--- config.mk ---
export PLATFORM = sky130hd
export DESIGN_NAME = panel_timing_gen
export DESIGN_NICKNAME = d
export VERILOG_FILES = /design/src/rtl/panel_timing_gen.sv
export SDC_FILE = /design/constraint.sdc
export NUM_CORES = 1
export LEC_CHECK = 0
export CORE_MARGIN = 1
export CORE_UTILIZATION = 40
export CTS_CLUSTER_SIZE = 30
export DETAILED_ROUTE_END_ITERATION = 16
export PLACE_DENSITY_LB_ADDON = 0.2
export SYNTH_ARGS = -nofsm -noshare
export SYNTH_HDL_FRONTEND = slang
export SYNTH_SLANG_ARGS = --single-unit
export TNS_END_PERCENT = 20
--- constraint.sdc ---
create_clock -name clk -period 10.3 [get_ports clk]
set_input_delay 1.03 -clock clk [delete_from_list [all_inputs] [get_ports clk]]
set_output_delay 1.03 -clock clk [all_outputs]
set_load 0.01 [all_outputs]
--- src/rtl/panel_timing_gen.sv ---
module panel_timing_gen #(
  parameter int FW = 24,
  parameter int CW = 24,
  parameter int AW = 4
) (
  input  logic          clk,
  input  logic          rst_n,
  input  logic          cfg_we,
  input  logic [AW-1:0] cfg_addr,
  input  logic [31:0]   cfg_wdata,
  input  logic          pix_valid,
  input  logic [CW-1:0] pix_data,
  input  logic          pix_underflow,
  output logic          pix_ready,
  output logic          hsync,
  output logic          vsync,
  output logic          data_en,
  output logic [CW-1:0] pix_out,
  output logic          frame_start
);
  localparam int HW = 16;

  logic          unused_bits;
  assign unused_bits = ^cfg_wdata;

  // pending (software) copies
  logic          p_en, p_ahen, p_aven, p_rec;
  logic [HW-1:0] p_lp, p_hsw, p_dhs, p_dhe, p_ahs, p_skew;
  logic [HW-2:0] p_ahe;
  logic [FW-1:0] p_frame, p_vsw, p_dvs, p_dve, p_avs, p_ave;
  logic [CW-1:0] p_border, p_uflc;
  logic [2:0]    p_pol;

  // frame-latched copies
  logic          s_ahen, s_aven, s_rec;
  logic [HW-1:0] s_lp, s_hsw, s_dhs, s_dhe, s_ahs;
  logic [HW-2:0] s_ahe;
  logic [FW-1:0] s_frame, s_vsw, s_dvs, s_dve, s_avs, s_ave;
  logic [CW-1:0] s_border, s_uflc;
  logic [2:0]    s_pol;

  logic [FW-1:0] fcnt;
  logic [HW-1:0] hcnt, hinit;
  logic          wrap, load, hold;
  logic          h_disp, v_disp, h_act, v_act, de_c, act_c, ufl_evt;
  logic          hs_q, vs_q, de_q, fs_q;
  logic [CW-1:0] pix_q;

  always_ff @(posedge clk or negedge rst_n) begin
    if (!rst_n) begin
      p_en <= 1'b0; p_ahen <= 1'b0; p_aven <= 1'b0; p_rec <= 1'b0;
      p_lp <= '0; p_hsw <= '0; p_dhs <= '0; p_dhe <= '0;
      p_ahs <= '0; p_ahe <= '0; p_skew <= '0;
      p_frame <= '0; p_vsw <= '0; p_dvs <= '0; p_dve <= '0;
      p_avs <= '0; p_ave <= '0;
      p_border <= '0; p_uflc <= '0; p_pol <= '0;
    end else if (cfg_we) begin
      case (cfg_addr)
        AW'(0):  p_en <= cfg_wdata[0];
        AW'(1):  begin p_lp <= cfg_wdata[31:16]; p_hsw <= cfg_wdata[15:0]; end
        AW'(2):  p_frame <= cfg_wdata[FW-1:0];
        AW'(3):  p_vsw <= cfg_wdata[FW-1:0];
        AW'(4):  begin p_dhe <= cfg_wdata[31:16]; p_dhs <= cfg_wdata[15:0]; end
        AW'(5):  p_dvs <= cfg_wdata[FW-1:0];
        AW'(6):  p_dve <= cfg_wdata[FW-1:0];
        AW'(7):  begin
                   p_ahen <= cfg_wdata[31];
                   p_ahe  <= cfg_wdata[30:16];
                   p_ahs  <= cfg_wdata[15:0];
                 end
        AW'(8):  begin p_aven <= cfg_wdata[31]; p_avs <= cfg_wdata[FW-1:0]; end
        AW'(9):  p_ave <= cfg_wdata[FW-1:0];
        AW'(10): p_border <= cfg_wdata[CW-1:0];
        AW'(11): begin p_rec <= cfg_wdata[31]; p_uflc <= cfg_wdata[CW-1:0]; end
        AW'(12): p_skew <= cfg_wdata[15:0];
        AW'(13): p_pol <= cfg_wdata[2:0];
        default: ;
      endcase
    end
  end

  assign wrap  = p_en && (fcnt == s_frame - FW'(1));
  assign load  = !p_en || wrap;
  assign hinit = (p_skew == '0) ? '0 : p_lp - p_skew;

  always_ff @(posedge clk or negedge rst_n) begin
    if (!rst_n) begin
      s_ahen <= 1'b0; s_aven <= 1'b0; s_rec <= 1'b0;
      s_lp <= '0; s_hsw <= '0; s_dhs <= '0; s_dhe <= '0;
      s_ahs <= '0; s_ahe <= '0;
      s_frame <= '0; s_vsw <= '0; s_dvs <= '0; s_dve <= '0;
      s_avs <= '0; s_ave <= '0;
      s_border <= '0; s_uflc <= '0; s_pol <= '0;
    end else if (load) begin
      s_ahen <= p_ahen; s_aven <= p_aven; s_rec <= p_rec;
      s_lp <= p_lp; s_hsw <= p_hsw; s_dhs <= p_dhs; s_dhe <= p_dhe;
      s_ahs <= p_ahs; s_ahe <= p_ahe;
      s_frame <= p_frame; s_vsw <= p_vsw; s_dvs <= p_dvs; s_dve <= p_dve;
      s_avs <= p_avs; s_ave <= p_ave;
      s_border <= p_border; s_uflc <= p_uflc; s_pol <= p_pol;
    end
  end

  always_ff @(posedge clk or negedge rst_n) begin
    if (!rst_n) begin
      fcnt <= '0;
      hcnt <= '0;
    end else if (load) begin
      fcnt <= '0;
      hcnt <= hinit;
    end else begin
      fcnt <= fcnt + FW'(1);
      hcnt <= (hcnt == s_lp - HW'(1)) ? '0 : hcnt + HW'(1);
    end
  end

  assign h_disp  = (hcnt >= s_dhs) && (hcnt <= s_dhe);
  assign v_disp  = (fcnt >= s_dvs) && (fcnt <= s_dve);
  assign h_act   = s_ahen ? ((hcnt >= s_ahs) && (hcnt <= {1'b0, s_ahe})) : h_disp;
  assign v_act   = s_aven ? ((fcnt >= s_avs) && (fcnt <= s_ave)) : v_disp;
  assign de_c    = p_en && h_disp && v_disp;
  assign act_c   = de_c && h_act && v_act;
  assign ufl_evt = act_c && (!pix_valid || pix_underflow);

  always_ff @(posedge clk or negedge rst_n) begin
    if (!rst_n)                hold <= 1'b0;
    else if (!p_en)            hold <= 1'b0;
    else if (wrap && s_rec)    hold <= 1'b0;
    else if (ufl_evt)          hold <= 1'b1;
  end

  always_ff @(posedge clk or negedge rst_n) begin
    if (!rst_n) begin
      hs_q <= 1'b0; vs_q <= 1'b0; de_q <= 1'b0; fs_q <= 1'b0;
      pix_q <= '0;
    end else begin
      hs_q <= (p_en && (hcnt < s_hsw)) ^ s_pol[0];
      vs_q <= (p_en && (fcnt < s_vsw)) ^ s_pol[1];
      de_q <= de_c;
      fs_q <= p_en && (fcnt == '0);
      if (!de_c)                pix_q <= '0;
      else if (!(h_act && v_act)) pix_q <= s_border;
      else if (hold || ufl_evt) pix_q <= s_uflc;
      else                      pix_q <= pix_data;
    end
  end

  logic de_pol;
  always_ff @(posedge clk or negedge rst_n) begin
    if (!rst_n) de_pol <= 1'b0;
    else        de_pol <= s_pol[2];
  end

  assign pix_ready   = act_c;
  assign hsync       = hs_q;
  assign vsync       = vs_q;
  assign data_en     = de_q ^ de_pol;
  assign pix_out     = pix_q;
  assign frame_start = fs_q;
endmodule

Word-level counts from Yosys, hierarchy flattened --
Cells that the tools add are included.
Cells by class: add/subtract/negate cells 5, magnitude comparators 10, eq/ne operators 16, multiplexer cells 12, bitwise logic cells 3, reduce and logical (&&, ||, !) cells 37
Operator list (count):
- two-way mux 24 bit | 4
- greater-or-equal comparator 24 bit | 2
- <= comparator 24 bit | 2
- two-way mux 16 bit | 3
- greater-or-equal comparator 16 bit | 2
- AND reduction 2 bit | 14
- adder 24 x 1 -> 24 bit, second input constant | 1
- == test 24 bit | 1
- == test 4 bit, second input constant | 6
- zero test 24 bit | 1
- less-than comparator 24 bit | 1
- subtractor 24 x 1 -> 24 bit, second input constant | 1
- adder 16 x 1 -> 16 bit, second input constant | 1
- == test 16 bit | 1
- == test 4 x 3 -> 1 bit, second input constant | 4
- <= comparator 16 x 15 -> 1 bit | 1
- <= comparator 16 bit | 1
- zero test 16 bit | 1
- less-than comparator 16 bit | 1
- subtractor 16 x 1 -> 16 bit, second input constant | 1
- subtractor 16 bit | 1
- logical AND 1 bit | 15
- == test 4 x 2 -> 1 bit, second input constant | 2
- two-way mux 1 bit | 5
- 6 further kinds | 11
Storage, ports and cells: flip-flop bits (word level) 673, bits of input ports 65, output and inout bits 29, word-level logic and storage cells 130

Longest topological paths before layout --
Gate-level depths: netlist (run 1).
word-level depth 11, gate-level depth with buffers 15

Least setup slack after synthesis (run 1) --
No wires, ideal clock.
path type register to output, from register fcnt[0], to output pix_ready, data arrival time 3030 ps, data required time 9270 ps, path slack 6240 ps, stages on the path, launching flop included 14, path buffers 3, cells stage by stage dfrtp_1 clkbuf_1 inv_1 ha_1 nand2b_1 a2111oi_0 nor4_1 o31ai_1 a2111oi_0 o22ai_1 a2111oi_0 and2_1 clkbuf_1 clkbuf_1
Between the ends: word-level cells in the longest chain between the ends 5, elaborated cells between the ends (all ways) 10, those cells by class order compare: 4; mux: 1; reduce/logical: 5
Ends and longest elaborated chain:
- start, declared | RTL line 42 | logic [FW-1:0] fcnt;
- start signal, assigned | RTL line 112 | fcnt <= fcnt + FW'(1);
- greater-or-equal comparator 24 bit or <= comparator 24 bit (tied branches) | RTL line 118 | assign v_disp = (fcnt >= s_dvs) && (fcnt <= s_dve);
- logical AND 1 bit | RTL line 118
- logical AND 1 bit | RTL line 121 | assign de_c = p_en && h_disp && v_disp;
- logical AND 1 bit | RTL line 122 | assign act_c = de_c && h_act && v_act;
- logical AND 1 bit * | RTL line 122
- end, declared | RTL line 14 | output logic pix_ready,
Every way passes the cells marked *; elsewhere a longest branch is shown, timed or not.

Worst setup path in the final report (run 1) --
from register fcnt[21], to output pix_ready
The elaborated chain is that of the path after synthesis.

==> metrics.md, run 1 <==
| Metric | Value |
|---|---|
| Critical Path AT | `~5000 ps` |
| Post-synth EDFFs | `0` |
| Nets | `3191` |
| Area Growth Syn to Fin | `12.9%` |
| Rows | `between 100 and 150` |
| Initial antenna violation count | `6` |
| Htree depth | `3` |
| Worst slew pin tran | `~1300 ps` |
| Sequential area share after synthesis | `0.520` |
| Core area | `80400 um^2` |
| Peak Freq | `163 MHz` |
| Status | `complete, no violations` |
| Slew Limit Fails | `0` |
| Share of post-route cells with drive strength above 1 | `0.193` |
| PostCTS Resize Cnt | `0` |
| Yosys reg bits | `approximately 670` |
| # Max-Cap Violations | `0` |
| Most frequent cells in the layout | `dfrtp_1, mux2_2, nand2_1` |
| Synth Net Count | `approximately 3100` |
| Hold Path Class | `reg -> reg` |
| Die Y | `287 um` |
| DRC | `0` |
| Initial drt markers | `roughly 1400` |
| Clock skew | `around 25 ps` |
| Postcts setup bufs | `0` |
| CP endpoint kind | `primary output` |
| Post-DR wirelength/cell | `roughly 21 um` |
| Final worst path period need | `approximately 6000 ps` |
| Mapped Cells | `roughly 2900` |
| Vias after detailed routing | `21800` |
| Die Width | `287 um` |
| Crit Reg-Reg Startpoint | `s_frame[0]$_DFFE_PN0N_` |
| Crit Path Category | `reg -> out` |
| Pwr Density | `approximately 250 nW/um^2` |
| Syn Std Cell Area | `about 32000 um^2` |
| RSZ-0062 raised after global routing | `no` |
| Worst Path Required | `just over 9000 ps` |
| Clock Path Buffers | `3` |
| Most common cell after layout, fill and taps aside | `dfrtp_1` |
| P_leak | `approximately 17 nW` |
| Crit-path max FO | `26` |
| CTS buffer count | `between 70 and 80` |
| Register clock-pin slew on the reported worst setup and hold paths | `60 ps` |
| Final GP Congestion | `about 0.9` |
| Detailed placement HPWL | `a little under 60000 um` |
| Setup TNS | `0 ps` |
| Pre-CTS WS | `approximately 4800 ps` |
| Synth unique cells | `66` |
| Final Worst Setup Slack | `between 4000 and 5000 ps` |
| Drt via density | `between 5 and 6` |
| Final worst-path cycle share | `0.595` |
| Peak supply drop | `around 0.00012 V` |
| Synthesized area per cell | `around 11 um^2` |
| Die area | `between 80000 and 90000 um^2` |
| ANT nets after route | `0` |
| FILL cells | `~7500` |
| # clock sinks | `between 600 and 700` |
| Total power | `9.32 mW` |
| Startpoint Class | `flip-flop` |
| Synth warnings | `0` |
| Initial core utilization | `0.403` |
| FFs w/ async S/R, synth | `1.00` |
| # IOs | `94` |
| CTS tree | `yes` |
| Primary FF master, synth | `dfrtp_1` |
| Final setup vio count | `0` |
| ANT cells | `0` |
| Worst hold path startpoint | `s_pol[2]$_DFFE_PN0N_` |
| First-pass detailed-route iteration total | `5` |
| WL final | `roughly 86000 um` |
| Root Driver | `clkbuf_16` |
| Crit path launch | `fcnt[21]$_DFF_PN0_` |
| Global Route Usage Sum | `0.212` |
| Vias in the first global route | `22100` |
| Hold Fails Final Rpt | `0` |
| PortBufs | `93` |
| R2r setup slk | `roughly 5000 ps` |
| Largest net degree at the start of global routing | `176` |
| Clock Latency Late Sink | `610 ps` |
| Relative slew slack | `0.141` |
| GR Overflow Total | `0` |
| First-pass GRT wire length | `134000 um` |
| # hold bufs at CTS | `0` |
==> path summary, 6_finish.rpt <==
check | to | depth (start not counted)
worst max-delay path | pix_ready | 10
worst min-delay path | de_pol$_DFF_PN0_ | 0
worst max register to register | hcnt[13]$_DFF_PN0_ | 13
worst min register to register | de_pol$_DFF_PN0_ | 0
max in group asynchronous | p_uflc[21]$_DFFE_PN0P_ | 3
min in group asynchronous | p_dvs[5]$_DFFE_PN0P_ | 1
==> metal layers <==
metal  part of all wire  GRT usage  vias to the layer above
met2               0.47      0.345                      390
met3              0.032     0.0255                      145
met1               0.46      0.294                    11200
li1                   -          -                    10000
met4              0.029     0.0646                        2
met5            0.00016          0                        -
==> report_power, final <==
| part | internal, mW | switching [mW] | total (mW) | leakage (nW) |
|---|---|---|---|---|
| Sequential | 3.41 | 0.561 | 3.97 | 8.40 |
| Clock | 1.46 | 1.08 | 2.54 | 1.13 |
| Combinational | 1.24 | 1.56 | 2.80 | 7.11 |
==> critical path, cell delays in order, from the launching register on <==
cell	delay, ps
dfrtp_1	600
ha_1	420
nand4_1	270
nor4_1	770
inv_1	110
nor3_1	350
o22ai_1	290
a2111oi_0	450
and2_1	260
buf_4	350
clkdlybuf4s50_1	600
==> per-stage QoR <==
| step | std cells | instance area [um^2] | hold WS, ps | utilization |
|---|---|---|---|---|
| floorplan | 2852 | 32400 | 347 | - |
| global placement | 3894 | 34300 | 364 | 0.426 |
| detailed placement | 3894 | 34300 | 367 | 0.426 |
| CTS | 4023 | 36600 | 382 | 0.455 |
| global route | 4023 | 36600 | 396 | 0.455 |
| finish | 4023 | 36600 | 380 | 0.455 |
==> final cells by class <==
class / count / area [um^2] / area share
clock buffers: 101 / 2030 / 0.0555
clock inverters: 28 / 278 / 0.00759
inverters: 232 / 871 / 0.0238
multi-input cells: 1809 / 14100 / 0.385
flip-flops and latches: 673 / 16800 / 0.460
well taps: 1060 / 1330 / 0.0362
repair buffers: 120 / 1160 / 0.0318
==> synth_stat cells, types with 36 or more instances <==
cell,n,area share
a21oi_1,92,0.014
buf_2,48,0.0074
clkbuf_1,73,0.0085
dfrtp_1,673,0.52
ha_1,217,0.084
inv_1,232,0.027
mux2_2,372,0.13
nand2_1,279,0.032
nand3_1,43,0.0066
nand4_1,39,0.0075
nor2_1,79,0.0091
o21ai_0,208,0.032
o21ai_2,36,0.0097
xnor2_1,61,0.016
xor2_1,50,0.014
==> logic make-up (layout without fill, tap and decap cells) <==
group,count (synthesis),after routing,synth area share
AO/OA/AOI/OAI,514,514,0.0999
XOR/XNOR,111,111,0.0300
adder cells (fa/ha/maj),218,218,0.0844
buffers and inverters,370,481,0.0474
flip-flops,673,673,0.520
multiplexers,394,394,0.137
AND/OR/NAND/NOR,572,572,0.0820
Note: power is estimated with default switching activity, not from simulation.
==> inputs of run 2 (changes only) <==
==> constraint.sdc (replaced) <==
create_clock -name clk -period 5 [get_ports clk]
set_input_delay 0.5 -clock clk [delete_from_list [all_inputs] [get_ports clk]]
set_output_delay 0.5 -clock clk [all_outputs]
set_load 0.01 [all_outputs]
==> run 2 against run 1 <==
Wire length shrank 0.65%. Clock power grew 110%. Via count shrank 0.60%. Flip-flop and latch count is the same. Sequential power grew 100%. Sequential share of layout area shrank 0.67 points. Register-to-register slack lost 4300 ps. Global-route usage grew 0.10 points. Total power grew 110%. Critical endpoint unchanged.
==> metrics.md, run 2 (synthesis results as in run 1) <==
| Metric | Value |
|---|---|
| Final worst-path cycle share | `0.977` |
| # IOs | `between 90 and 100` |
| Share of post-route cells with drive strength above 1 | `0.207` |
| Final worst path period need | `between 4000 and 5000 ps` |
| Clock Latency Late Sink | `approximately 630 ps` |
| Nets | `3235` |
| Total power | `19.5 mW` |
| Initial antenna violation count | `6` |
| Setup TNS | `0 ps` |
| # Max-Cap Violations | `0` |
| Clock skew | `about 21 ps` |
| Post-DR wirelength/cell | `approximately 21 um` |
| Root Driver | `clkbuf_16` |
| Vias in the first global route | `approximately 23000` |
| Pre-CTS WS | `between 150 and 200 ps` |
| Global Route Usage Sum | `0.213` |
| Most frequent cells in the layout | `dfrtp_1, mux2_2, nand2_1` |
| Rows | `104` |
| Area Growth Syn to Fin | `14.5%` |
| Non-Filler Instances | `just over 4000` |
| Initial core utilization | `0.403` |
| Final GP Congestion | `0.859` |
| Crit-path max FO | `8` |
| Die area | `approximately 80000 um^2` |
| Drt via density | `around 5.3` |
| CP endpoint kind | `primary output` |
| Hold Fails Final Rpt | `0` |
| DRC | `0` |
| Peak Freq | `roughly 200 MHz` |
| PortBufs | `93` |
| FILL cells | `roughly 7400` |
| Peak supply drop | `just under 0.0003 V` |
| Clock Path Buffers | `3` |
| Die Y | `between 200 and 300 um` |
| P_leak | `about 17 nW` |
| Critical Path AT | `4380 ps` |
| Fin util | `0.462` |
| Startpoint Class | `flip-flop` |
| Largest net degree at the start of global routing | `about 130` |
| CTS buffer count | `74` |
| Initial drt markers | `~1600` |
| Placed cell area | `34700 um^2` |
| CTS tree | `yes` |
| Worst slew pin tran | `around 1200 ps` |
| R2R depth | `11` |
| Hold Crit Depth | `0` |
| Core area | `a little over 80000 um^2` |
| Register clock-pin slew on the reported worst setup and hold paths | `roughly 60 ps` |
| First-pass detailed-route iteration total | `6` |
| GR Overflow Total | `0` |
| Status | `complete, no violations` |
| WL final | `between 80000 and 90000 um` |
| First-pass GRT wire length | `134000 um` |
| Final instance area | `37100 um^2` |
| Detailed placement HPWL | `57900 um` |
| Most common cell after layout, fill and taps aside | `dfrtp_1` |
| Relative slew slack | `0.182` |
| ANT nets after route | `0` |
| # clock sinks | `slightly below 700` |
| Final Worst Setup Slack | `between 100 and 150 ps` |
| Vias after detailed routing | `roughly 22000` |
| Die Width | `about 290 um` |
| Pwr Density | `approximately 520 nW/um^2` |
| Hold Path Class | `reg -> reg` |
| Dpl cells | `3935` |
| ANT cells | `0` |
| Slew Limit Fails | `0` |
| Crit Path Category | `reg -> out` |
| RSZ-0062 raised after global routing | `no` |
| Worst Path Required | `4500 ps` |
| Worst hold slack | `375 ps` |
| Htree depth | `3` |
| Postcts setup bufs | `0` |
| Final setup vio count | `0` |
==> run 2: path summary, 6_finish.rpt <==
kind	end	slack (ps)	from
setup reg to reg	s_ave[10]$_DFFE_PN0N_	720	s_frame[2]$_DFFE_PN0N_
min in group asynchronous	s_vsw[5]$_DFFE_PN0N_	520	rst_n
setup / recovery	pix_ready	120	hcnt[1]$_DFF_PN0_
max in group asynchronous	s_uflc[20]$_DFFE_PN0N_	3200	rst_n
hold / removal	de_pol$_DFF_PN0_	370	s_pol[2]$_DFFE_PN0N_
hold reg to reg	de_pol$_DFF_PN0_	370	s_pol[2]$_DFFE_PN0N_
==> run 2: worst max-delay path: stages (launching register included) <==
cell	delay (ps)
dfrtp_1	690
ha_1	350
nor2b_1	130
o211ai_1	170
a21boi_0	130
o31ai_1	500
o211ai_1	430
a2111oi_4	440
and2_1	310
clkdlybuf4s50_1	580
==> run 2: final cells by class <==
class                      count  area (um^2)  area share
inverter                     232          871      0.0235
timing repair buffer         162         1610      0.0433
multi-input combinational   1809        14100       0.380
clock inverter                27          234     0.00630
tap                         1060         1330      0.0357
sequential                   673        16800       0.454
clock buffer                 104         2140      0.0575
==> run 2: metal layers <==
metal / track usage / vias to the layer above / share of wire
li1: - / 10100 / -
met1: 0.285 / 11000 / 0.45
met2: 0.347 / 397 / 0.47
met3: 0.0289 / 169 / 0.035
met4: 0.0874 / 0 / 0.042
met5: 0 / - / 0
==> run 2: repair_timing <==
| item | CTS | global route |
|---|---|---|
| hold buffers | 1 | 0 |
| endpoints found under the setup margin | 1 | 1 |
| gates resized for setup | 4 | 2 |
| pin swaps | 0 | 0 |
| endpoints found under the hold margin | 84 | 0 |
==> run 2: power by group <==
part | internal, mW | switching (mW) | leakage [nW]
combinational | 2.67 | 3.37 | 7.37
clock | 3.10 | 2.26 | 1.17
sequential | 7.03 | 1.06 | 8.40
total | 12.8 | 6.68 | 16.9
==> inputs of run 3 (changes only) <==
--- a/config.mk
+++ b/config.mk
@@ -7,6 +7,7 @@
 export LEC_CHECK = 0
 export CORE_MARGIN = 1
 export CORE_UTILIZATION = 40
+export CTS_BUF_LIST = sky130_fd_sc_hd__clkbuf_2 sky130_fd_sc_hd__clkbuf_4 sky130_fd_sc_hd__clkbuf_8
 export CTS_CLUSTER_SIZE = 30
 export DETAILED_ROUTE_END_ITERATION = 16
 export PLACE_DENSITY_LB_ADDON = 0.2
==> run 3 against run 2 <==
Clock-buffer cell count rose by 87. Worst setup slack improved by 85 ps. Final cell count up 2.0%. Non-clock buffer count grew 2. Clock skew increased by 8.5 ps. Via count increased by 1.7%. Register-to-register slack better by 20 ps. Design area up 0.62%. Clock power up 1%. Core utilization grew 0.28 points. Largest cell class unchanged. Highest routed layer unchanged.
==> metrics.md, run 3 (synthesis results as in run 1) <==
| Metric | Value |
|---|---|
| Pwr Density | `~520 nW/um^2` |
| Final Worst Setup Slack | `201 ps` |
| First-pass GRT wire length | `135000 um` |
| Global routing usage on met1 | `0.286` |
| Status | `complete, no violations` |
| # Max-Cap Violations | `0` |
| Max incr delay on CP | `around 550 ps` |
| Post-DR wirelength/cell | `20.8 um` |
| First-pass detailed-route iteration total | `5` |
| Met2 GRT Util | `0.351` |
| Hold Fails Final Rpt | `0` |
| Rows | `between 100 and 150` |
| Worst hold slack | `373 ps` |
| WL final | `around 86000 um` |
| Most common cell after layout, fill and taps aside | `dfrtp_1` |
| Slew Limit Fails | `0` |
| Hold Crit Depth | `0` |
| Startpoint Class | `flip-flop` |
| # IOs | `94` |
| Hold Path Sink | `de_pol$_DFF_PN0_` |
| Global Route Usage Sum | `0.214` |
| Vias in the first global route | `23000` |
| Most Crowded Layer GR | `met2` |
| Worst hold path startpoint | `s_pol[2]$_DFFE_PN0N_` |
| Peak supply drop | `roughly 0.00026 V` |
| Hold Path Class | `reg -> reg` |
| Pre-CTS WS | `161 ps` |
| R2r endpoint | `s_ave[10]$_DFFE_PN0N_` |
| Setup TNS | `0 ps` |
| Die Y | `between 200 and 300 um` |
| Worst slew pin tran | `roughly 1200 ps` |
| Root Driver | `clkbuf_8` |
| Final GP Congestion | `~0.86` |
| RSZ-0062 raised after global routing | `no` |
| Htree depth | `3` |
| Detailed placement HPWL | `between 50000 and 60000 um` |
| Drt via density | `about 5.3` |
| Largest net degree at the start of global routing | `~130` |
| Die Width | `about 290 um` |
| Relative slew slack | `0.186` |
| Peak Freq | `about 210 MHz` |
| Slowest CP cell | `clkdlybuf4s50_1` |
| Final setup vio count | `0` |
| Initial core utilization | `0.403` |
| Worst Path Required | `4500 ps` |
| Core area | `around 80000 um^2` |
| CP most frequent cell | `o21ai_0` |
| Nets | `between 3000 and 4000` |
| P_leak | `17.2 nW` |
| Crit Path Category | `reg -> out` |
| Most frequent cells in the layout | `dfrtp_1, mux2_2, nand2_1` |
| PortBufs | `a little over 90` |
| Initial antenna violation count | `6` |
| Die area | `82200 um^2` |
| GR Util met3 | `0.0316` |
| Share of post-route cells with drive strength above 1 | `0.233` |
| Clock skew | `roughly 29 ps` |
| GR Overflow Total | `0` |
| Clock Latency Late Sink | `730 ps` |
| Initial drt markers | `about 1500` |
| DRC | `0` |
| CTS buffer count | `113` |
| Vias after detailed routing | `22000` |
| # clock sinks | `673` |
| Final worst path period need | `approximately 4800 ps` |
| ANT nets after route | `0` |
| Clock Path Buffers | `3` |
| Final worst-path cycle share | `0.960` |
| CTS tree | `yes` |
| Crit Reg-Reg Startpoint | `s_frame[2]$_DFFE_PN0N_` |
| Area Growth Syn to Fin | `15.3%` |
| Worst path cell trace | `inv_1, ha_1, nor2b_1, o21ai_0, a21oi_1, o21ai_0, o211ai_1, buf_4, a2111oi_4, and2_2, clkdlybuf4s50_1` |
| Critical Path AT | `roughly 4300 ps` |
| Register clock-pin slew on the reported worst setup and hold paths | `about 60 ps` |
| R2r setup slk | `~740 ps` |
| CP endpoint kind | `primary output` |
| R2R depth | `11` |
| Crit-path max FO | `6` |
| ANT cells | `0` |
## run 3: through the flow
stage	util	area (um^2)	instances	total power [mW]
6_report	0.465	37400	4148	19.6
5_1_grt	0.465	37400	4148	20.9
4_1_cts	0.464	37300	4146	19.7
3_5_place_dp	0.432	34700	3935	14.2
3_3_place_gp	0.432	34700	3935	13.9
2_1_floorplan	-	32400	2852	12.1
## run 3: worst max path at each step
stage                                 start   endpoint  slack (ps)  cells past startpoint
after floorplan           fcnt[0]$_DFF_PN0_  pix_ready        1470                     13
after global placement    fcnt[9]$_DFF_PN0_  pix_ready           1                      9
after detailed placement  fcnt[9]$_DFF_PN0_  pix_ready         160                      9
after CTS                 hcnt[0]$_DFF_PN0_  pix_ready          30                     10
after global routing      fcnt[7]$_DFF_PN0_  pix_ready          20                     10
final                     hcnt[0]$_DFF_PN0_  pix_ready         200                     11
## run 3: final cells by class
type / count / area (um^2)
multi-input combinational: 1809 / 14100
tap: 1060 / 1330
timing repair buffer: 164 / 1620
fill: 7423 / 43100
inverter: 232 / 871
sequential: 673 / 16800
clock inverter: 19 / 161
clock buffer: 191 / 2410
## run 3: what timing repair did
item | in CTS | in global routing
buffers inserted | 0 | 2
hold buffers | 1 | 0
pin swaps | 0 | 1
resized for setup | 6 | 3
setup endpoints to repair | 1 | 1
hold endpoints to repair | 84 | 0
## run 3: critical path, delay by kind of cell (launching register included)
kind	cells	cell delay (ps)
flops	1	430
simple gates	2	340
compound gates	5	1440
buf+inv	3	980
fa+ha+maj	1	350
## run 3: layer usage
layer | share of wire | vias to the layer above
met3 | 0.038 | 159
met2 | 0.48 | 457
met4 | 0.034 | 0
met5 | 0 | -
met1 | 0.45 | 11200
li1 | - | 10200
## run 3: power by group
part	total (mW)	switching, mW	internal [mW]
combinational	6.07	3.38	2.69
clock	5.41	2.32	3.09
sequential	8.09	1.05	7.03
total	19.6	6.75	12.8
